[src/rtl/cfb_pkg.sv]
package cfb_pkg;

    // Strobe positions inside the synchronizer vector
    localparam int STB_CE    = 0;
    localparam int STB_CAS   = 1;
    localparam int STB_WRL   = 2;
    localparam int STB_REG   = 3;
    localparam int STB_COUNT = 4;

    typedef enum logic {
        MODE_CONSOLE    = 1'b0,
        MODE_STANDALONE = 1'b1
    } bridge_mode_e;

endpackage

[src/rtl/cfb_strobe_sync.sv]
module cfb_strobe_sync #(
    parameter int N = 4
) (
    input  logic         clk,
    input  logic         rst_n,
    input  logic [N-1:0] raw_n,
    output logic [N-1:0] low_ok
);

    typedef struct packed {
        logic [N-1:0] meta;
        logic [N-1:0] sync;
        logic [N-1:0] prev;
    } sync_t;

    sync_t s_d, s_q;

    always_comb begin
        s_d.meta = raw_n;
        s_d.sync = s_q.meta;
        s_d.prev = s_q.sync;
    end

    always_ff @(posedge clk or negedge rst_n) begin
        if (!rst_n) s_q <= '1;
        else        s_q <= s_d;
    end

    // Low qualifies only after two matching samples; high releases at once
    for (genvar i = 0; i < N; i++) begin : g_qual
        assign low_ok[i] = ~s_q.sync[i] & ~s_q.prev[i];
    end

endmodule

[src/rtl/cfb_access_ctl.sv]
module cfb_access_ctl
    import cfb_pkg::*;
#(
    parameter int              ADDR_W   = 24,
    parameter logic [ADDR_W-1:0] WIN_BASE = 'h800000,
    parameter logic [ADDR_W-1:0] WIN_LAST = 'h9FFFFF
) (
    input  logic              clk,
    input  logic              rst_n,
    input  logic              ce_lo,
    input  logic              cas_lo,
    input  logic [ADDR_W-1:0] addr,
    input  logic              mode_req,
    input  logic              rdy_raw,
    output logic              flash_ce_n,
    output logic              flash_oe_n,
    output logic              dtack_oe,
    output logic              dtack_n,
    output logic              standalone,
    output logic [ADDR_W-1:0] lat_addr
);

    typedef struct packed {
        logic              active;
        logic              ce_n;
        logic              oe_n;
        bridge_mode_e      mode;
        logic              rdy_m;
        logic              rdy_s;
        logic [ADDR_W-1:0] addr;
    } ctl_t;

    localparam ctl_t CTL_RST = '{
        active: 1'b0, ce_n: 1'b1, oe_n: 1'b1, mode: MODE_CONSOLE,
        rdy_m: 1'b1, rdy_s: 1'b1, addr: '0
    };

    ctl_t c_d, c_q;
    logic qual;
    logic in_win;

    always_comb begin
        qual  = ce_lo & cas_lo;
        c_d   = c_q;
        c_d.active = qual;
        c_d.ce_n   = ~qual;
        c_d.oe_n   = ~qual;
        if (qual && !c_q.active)
            c_d.addr = addr;
        if (!ce_lo && !cas_lo && !c_q.active)
            c_d.mode = mode_req ? MODE_STANDALONE : MODE_CONSOLE;
        c_d.rdy_m = rdy_raw;
        c_d.rdy_s = c_q.rdy_m;
    end

    always_ff @(posedge clk or negedge rst_n) begin
        if (!rst_n) c_q <= CTL_RST;
        else        c_q <= c_d;
    end

    assign in_win = (c_q.addr >= WIN_BASE) && (c_q.addr <= WIN_LAST);

    always_comb begin
        if (c_q.mode == MODE_STANDALONE) begin
            dtack_oe = 1'b1;
            dtack_n  = c_q.rdy_s;
        end else begin
            dtack_oe = c_q.active & in_win;
            dtack_n  = ~(c_q.active & in_win);
        end
    end

    assign flash_ce_n = c_q.ce_n;
    assign flash_oe_n = c_q.oe_n;
    assign standalone = (c_q.mode == MODE_STANDALONE);
    assign lat_addr   = c_q.addr;

endmodule

[src/rtl/cfb_capture_fifo.sv]
module cfb_capture_fifo #(
    parameter int DEPTH  = 4,
    parameter int ADDR_W = 24,
    parameter int DATA_W = 16
) (
    input  logic              clk,
    input  logic              rst_n,
    input  logic              push,
    input  logic [ADDR_W-1:0] wr_addr,
    input  logic [DATA_W-1:0] wr_data,
    input  logic              pop,
    output logic              nonempty,
    output logic [ADDR_W-1:0] rd_addr,
    output logic [DATA_W-1:0] rd_data,
    output logic              ovf
);

    localparam int PTR_W = (DEPTH > 1) ? $clog2(DEPTH) : 1;
    localparam int CNT_W = PTR_W + 1;
    localparam logic [PTR_W-1:0] PTR_LAST = PTR_W'(DEPTH - 1);
    localparam logic [CNT_W-1:0] CNT_FULL = CNT_W'(DEPTH);

    typedef struct packed {
        logic [DEPTH-1:0][ADDR_W-1:0] addr_mem;
        logic [DEPTH-1:0][DATA_W-1:0] data_mem;
        logic [PTR_W-1:0]             wr_ptr;
        logic [PTR_W-1:0]             rd_ptr;
        logic [CNT_W-1:0]             count;
        logic                         ovf;
    } fifo_t;

    fifo_t f_d, f_q;
    logic  full, do_push, do_pop;

    always_comb begin
        full    = (f_q.count == CNT_FULL);
        do_push = push & ~full;
        do_pop  = pop & (f_q.count != '0);
        f_d     = f_q;
        if (push && full)
            f_d.ovf = 1'b1;
        if (do_push) begin
            f_d.addr_mem[f_q.wr_ptr] = wr_addr;
            f_d.data_mem[f_q.wr_ptr] = wr_data;
            f_d.wr_ptr = (f_q.wr_ptr == PTR_LAST) ? '0 : f_q.wr_ptr + 1'b1;
        end
        if (do_pop)
            f_d.rd_ptr = (f_q.rd_ptr == PTR_LAST) ? '0 : f_q.rd_ptr + 1'b1;
        case ({do_push, do_pop})
            2'b10:   f_d.count = f_q.count + 1'b1;
            2'b01:   f_d.count = f_q.count - 1'b1;
            default: f_d.count = f_q.count;
        endcase
    end

    always_ff @(posedge clk or negedge rst_n) begin
        if (!rst_n) f_q <= '0;
        else        f_q <= f_d;
    end

    assign nonempty = (f_q.count != '0);
    assign rd_addr  = f_q.addr_mem[f_q.rd_ptr];
    assign rd_data  = f_q.data_mem[f_q.rd_ptr];
    assign ovf      = f_q.ovf;

endmodule

[src/rtl/cartflash_bridge.sv]
module cartflash_bridge
    import cfb_pkg::*;
#(
    parameter int                ADDR_W     = 24,
    parameter int                DATA_W     = 16,
    parameter int                FIFO_DEPTH = 4,
    parameter logic [ADDR_W-1:0] WIN_BASE   = 'h800000,
    parameter logic [ADDR_W-1:0] WIN_LAST   = 'h9FFFFF
) (
    input  logic              clk,
    input  logic              rst_n,
    input  logic              bus_ce_n,
    input  logic              bus_cas_n,
    input  logic              bus_wrl_n,
    input  logic              bus_reg_n,
    input  logic [ADDR_W-1:0] bus_addr,
    input  logic [DATA_W-1:0] bus_data,
    input  logic              mode_sel,
    input  logic              flash_rdy,
    output logic              flash_ce_n,
    output logic              flash_oe_n,
    output logic              dtack_oe,
    output logic              dtack_n,
    input  logic              fifo_pop,
    output logic              fifo_nonempty,
    output logic [ADDR_W-1:0] fifo_addr,
    output logic [DATA_W-1:0] fifo_data,
    output logic              fifo_ovf
);

    typedef struct packed {
        logic wr_seen;
    } top_t;

    logic [STB_COUNT-1:0] stb_raw;
    logic [STB_COUNT-1:0] stb_low;
    logic                 wr_lo;
    logic                 push;
    logic                 standalone_w;
    logic [ADDR_W-1:0]    lat_addr_w;
    top_t                 t_d, t_q;

    always_comb begin
        stb_raw          = '1;
        stb_raw[STB_CE]  = bus_ce_n;
        stb_raw[STB_CAS] = bus_cas_n;
        stb_raw[STB_WRL] = bus_wrl_n;
        stb_raw[STB_REG] = bus_reg_n;
    end

    cfb_strobe_sync #(.N(STB_COUNT)) sync_i (
        .clk    (clk),
        .rst_n  (rst_n),
        .raw_n  (stb_raw),
        .low_ok (stb_low)
    );

    cfb_access_ctl #(
        .ADDR_W   (ADDR_W),
        .WIN_BASE (WIN_BASE),
        .WIN_LAST (WIN_LAST)
    ) ctl_i (
        .clk        (clk),
        .rst_n      (rst_n),
        .ce_lo      (stb_low[STB_CE]),
        .cas_lo     (stb_low[STB_CAS]),
        .addr       (bus_addr),
        .mode_req   (mode_sel),
        .rdy_raw    (flash_rdy),
        .flash_ce_n (flash_ce_n),
        .flash_oe_n (flash_oe_n),
        .dtack_oe   (dtack_oe),
        .dtack_n    (dtack_n),
        .standalone (standalone_w),
        .lat_addr   (lat_addr_w)
    );

    // One push per qualified register-area write
    always_comb begin
        wr_lo       = stb_low[STB_REG] & stb_low[STB_WRL];
        push        = wr_lo & ~t_q.wr_seen;
        t_d.wr_seen = wr_lo;
    end

    always_ff @(posedge clk or negedge rst_n) begin
        if (!rst_n) t_q <= '0;
        else        t_q <= t_d;
    end

    cfb_capture_fifo #(
        .DEPTH  (FIFO_DEPTH),
        .ADDR_W (ADDR_W),
        .DATA_W (DATA_W)
    ) fifo_i (
        .clk      (clk),
        .rst_n    (rst_n),
        .push     (push),
        .wr_addr  (bus_addr),
        .wr_data  (bus_data),
        .pop      (fifo_pop),
        .nonempty (fifo_nonempty),
        .rd_addr  (fifo_addr),
        .rd_data  (fifo_data),
        .ovf      (fifo_ovf)
    );

endmodule

[config.mk]
export PLATFORM = sky130hd
export DESIGN_NAME = cartflash_bridge
export DESIGN_NICKNAME = d
export VERILOG_FILES = /design/src/rtl/cfb_pkg.sv /design/src/rtl/cfb_strobe_sync.sv /design/src/rtl/cfb_access_ctl.sv /design/src/rtl/cfb_capture_fifo.sv /design/src/rtl/cartflash_bridge.sv
export SDC_FILE = /design/constraint.sdc
export NUM_CORES = 1
export LEC_CHECK = 0
export ABC_AREA = 1
export ABC_CLOCK_PERIOD_IN_PS = 2700
export BUFFER_PORTS_ARGS = -buffer_cell sky130_fd_sc_hd__buf_4
export CORE_MARGIN = 5
export CORE_UTILIZATION = 61
export CTS_BUF_LIST = sky130_fd_sc_hd__clkbuf_4 sky130_fd_sc_hd__clkbuf_8
export DETAILED_ROUTE_END_ITERATION = 6
export MAX_ROUTING_LAYER = met4
export PLACE_DENSITY = 0.94
export SLEW_MARGIN = 20
export SYNTH_ARGS = -nofsm -noshare
export SYNTH_HDL_FRONTEND = slang
export SYNTH_SLANG_ARGS = --single-unit
[constraint.sdc]
create_clock -name clk -period 2.7 [get_ports clk]
set_clock_uncertainty 0.15 [all_clocks]
set_input_delay 0.27 -clock clk [delete_from_list [all_inputs] [get_ports clk]]
set_output_delay 0.27 -clock clk [all_outputs]
set_load 0.05 [all_outputs]
==> out/results.ini <==
[floorplanning]
die_x_um=130
dieArea_mm2=0.0169
row_count=43
die_y_um=130
start_util=0.629
coreArea_mm2=0.0140
io_pins=95

[drt]
ant_nets=0
vias=8413
firstDrtPassIters=6
drt_iter0_markers=1312
post_drt_wl_per_cell_um=19.1
vias_per_cell=6.38
routed_wl_mm=25.1
route.detailed.drc=0

[critical_path]
crit_family=flip-flops
crit_path_max_incr_delay_ns=0.65
path_buf_inv=2
crit_required_ns=2.28
cp_slowest_cell=dfrtp_2
crit_chain=buf_6 -> o21ai_0 -> o22ai_1 -> buf_4
endpoint_kind=primary output
crit_fanout=36
start_kind=flip-flop
critical_path_class=flip-flop to primary output
crit_arrival_ns=2.18

[min_path]
worstHoldPathType=input pin to flip-flop

[sta]
maxSlewViolCount=0
slew_headroom=0.528
post-route-period-util=0.962
finalHoldViolCount=0
worstMarginPinSlew_ns=0.709
setup-tns-final_ns=0
setup_viol=0
rsz0062_at_grt=false
layout_min_cycle_time_ns=2.60
fmax_mhz=385

[clock_tree]
cts_tree=yes
htree_num_levels=4
clk_latency_ns=0.48
cts_setup_buffers=0
cts_buffers=17
worst_setup_hold_path_clk_slew_ns=0.09
clockBufferDepth=2
numClockSinks=189
clockRootBuffer=clkbuf_8

[pwr]
p_per_area_mw_per_mm2=1350
vdd_drop_max_mv=1.11
p_leak_nw=4.98
total_power_w=0.0142

[cells_and_area]
drive_gt1_frac=0.162
antenna_cells=0
area_delta_synth_final_pct=19.7
final_nets=1182

[placed_design]
port_buffers=94
dp_hpwl_mm=13.6
place_congestion=0.814

[logic_synthesis]
synthTopCellsByArea=dfrtp_1 (49%), nand2_1 (14%), nand4_1 (11%)
ys_types=28
syn_nets=1098
synth_cells=1042
avgSynthCellArea_um2=8.44
synth_top_cell_by_area=dfrtp_1
syn_area_mm2=0.00880
yosysWarnings=0
synth_top_area_share=0.495
synth-edff-count=0
synth_async_sr_flop_share=1.00
synth-seq-cells=189
yosys_most_used_dff=dfrtp_1
ys_seq_area_frac=0.540

[global_routing]
grt_max_degree=167
grt_pass1_wl_mm=41.0
grt_overflow=0
grtUsageTotal=0.315
grt_pass1_vias=8277
antenna_found_initial=0

[run]
maxCapViolations=0

[outcome]
outcome=complete, no violations

## power breakdown
group	total [W]	switching (W)	internal, W
combinational	0.00718	0.00515	0.00203
clock	0.00229	0.00100	0.00129
sequential	0.00475	0.000711	0.00404
total	0.0142	0.00686	0.00736
## state kept, by name, summed over array words and instances, names as in the netlist
| signal | cells |
|---|---|
| t_q | 1 |
| sync_i.s_q | 4 |
| ctl_i.standalone | 1 |
| ctl_i.c_d | 1 |
| ctl_i.c_q | 2 |
| ctl_i.flash_ce_n | 1 |
| fifo_i.f_q | 167 |
| fifo_i.ovf | 1 |
| ctl_i.lat_addr | 3 |
| sync_i.s_d | 8 |
## worst paths after layout
kind / from / to / slack, ns / cells after the start
setup reg to reg: sync_i.s_d[2]$_DFF_PN1_ / fifo_i.f_q[3]$_DFFE_PN0P_ / 0.41 / 10
hold reg to reg: sync_i.s_d[5]$_DFF_PN1_ / sync_i.s_d[1]$_DFF_PN1_ / 0.21 / 0
setup / recovery: fifo_i.f_q[4]$_DFFE_PN0P_ / fifo_addr[7] / 0.10 / 4
min in group asynchronous: rst_n / fifo_i.f_q[14]$_DFFE_PN0P_ / 0.23 / 2
max in group asynchronous: rst_n / fifo_i.f_q[26]$_DFFE_PN0P_ / 1.34 / 3
hold / removal: fifo_pop / fifo_i.f_q[4]$_DFFE_PN0P_ / 0.06 / 4
## layer usage
metal  vias up  global-route usage  part of all wire  wire [um]
li1       3715                   -                 -          -
met1      4017               0.398              0.37       9280
met2       592               0.485              0.49      12300
met3        89              0.0696              0.11       2750
met4         0               0.154             0.034        843
met5         -                   -                 0          0
## synthesized netlist by cell type (2+ instances only)
master / number
clkinv_1: 2
o21ai_0: 85
nor2_1: 84
buf_1: 4
nand2_1: 339
nand3_2: 2
o22ai_1: 40
buf_4: 11
nand3_1: 9
ha_1: 6
dfstp_2: 15
inv_1: 12
clkbuf_1: 51
nand4_1: 160
or2_2: 3
buf_2: 34
dfrtp_1: 174
## kinds of logic (layout without fill, tap and decap cells)
group                      count (synthesis)  in the layout  synth area share
and+or+nand+nor                          601            601             0.309
DFF                                      189            189             0.540
AOI/OAI and AO/OA                        128            128            0.0792
buffers and inverters                    115            212            0.0594
adders and majority gates                  7              7            0.0108
xor gates and xnor gates                   2              2           0.00199
## layout make-up
type | count | area (um2)
Sequential cell | 189 | 4750
Fill cell | 917 | 3460
Clock buffer | 22 | 290
Clock inverter | 10 | 209
Tap cell | 180 | 225
Inverter | 14 | 52.6
Timing Repair Buffer | 166 | 1450
Multi-Input combinational cell | 738 | 3560
## worst reg2reg max path: stages (launching register included)
cell     delay [ns]
dfstp_2        0.54
nor2_1         0.04
nand2_1        0.12
nor2_4         0.06
nand2_1        0.13
ha_1           0.17
inv_1          0.07
fa_1           0.38
or2_2          0.31
nand2_1        0.08
xor2_1         0.15
## timing repair
item                       CTS  global route
hold endpoints to repair   225             0
hold buffers                47             0
setup endpoints to repair    0            10
gates resized for setup      0             1
## per-stage QoR
stage,hold WS [ns],setup WS [ns],cell area (um2),cells,utilization
3_5_place_dp,0.169,0.409,9560,1240,0.683
5_1_grt,0.0891,0.00261,10500,1319,0.753
4_1_cts,0.0441,0.0600,10500,1319,0.753
3_3_place_gp,0.175,0.555,9560,1240,0.683
6_report,0.0592,0.103,10500,1319,0.753
2_1_floorplan,-0.176,0.356,8800,1042,-
## placed cells by master (no fill, tap or decap)
cell	n
a21o_1	1
a21oi_1	1
a31o_2	1
buf_12	6
buf_4	111
buf_6	2
bufinv_16	6
clkbuf_4	2
clkbuf_8	20
clkinv_1	1
clkinv_2	1
clkinvlp_4	2
dfrtp_1	173
dfrtp_2	1
dfstp_2	15
dlygate4sd3_1	47
fa_1	1
ha_1	2
ha_2	4
inv_1	12
inv_2	1
inv_6	1
nand2_1	339
nand2_2	1
nand3_1	6
nand3_2	4
nand3_4	1
nand4_1	160
nor2_1	84
nor2_4	1
nor2_8	1
o21ai_0	85
o22ai_1	40
or2_1	1
or2_2	3
xnor2_1	1
xor2_1	1
(Power assumes the default switching activity.)
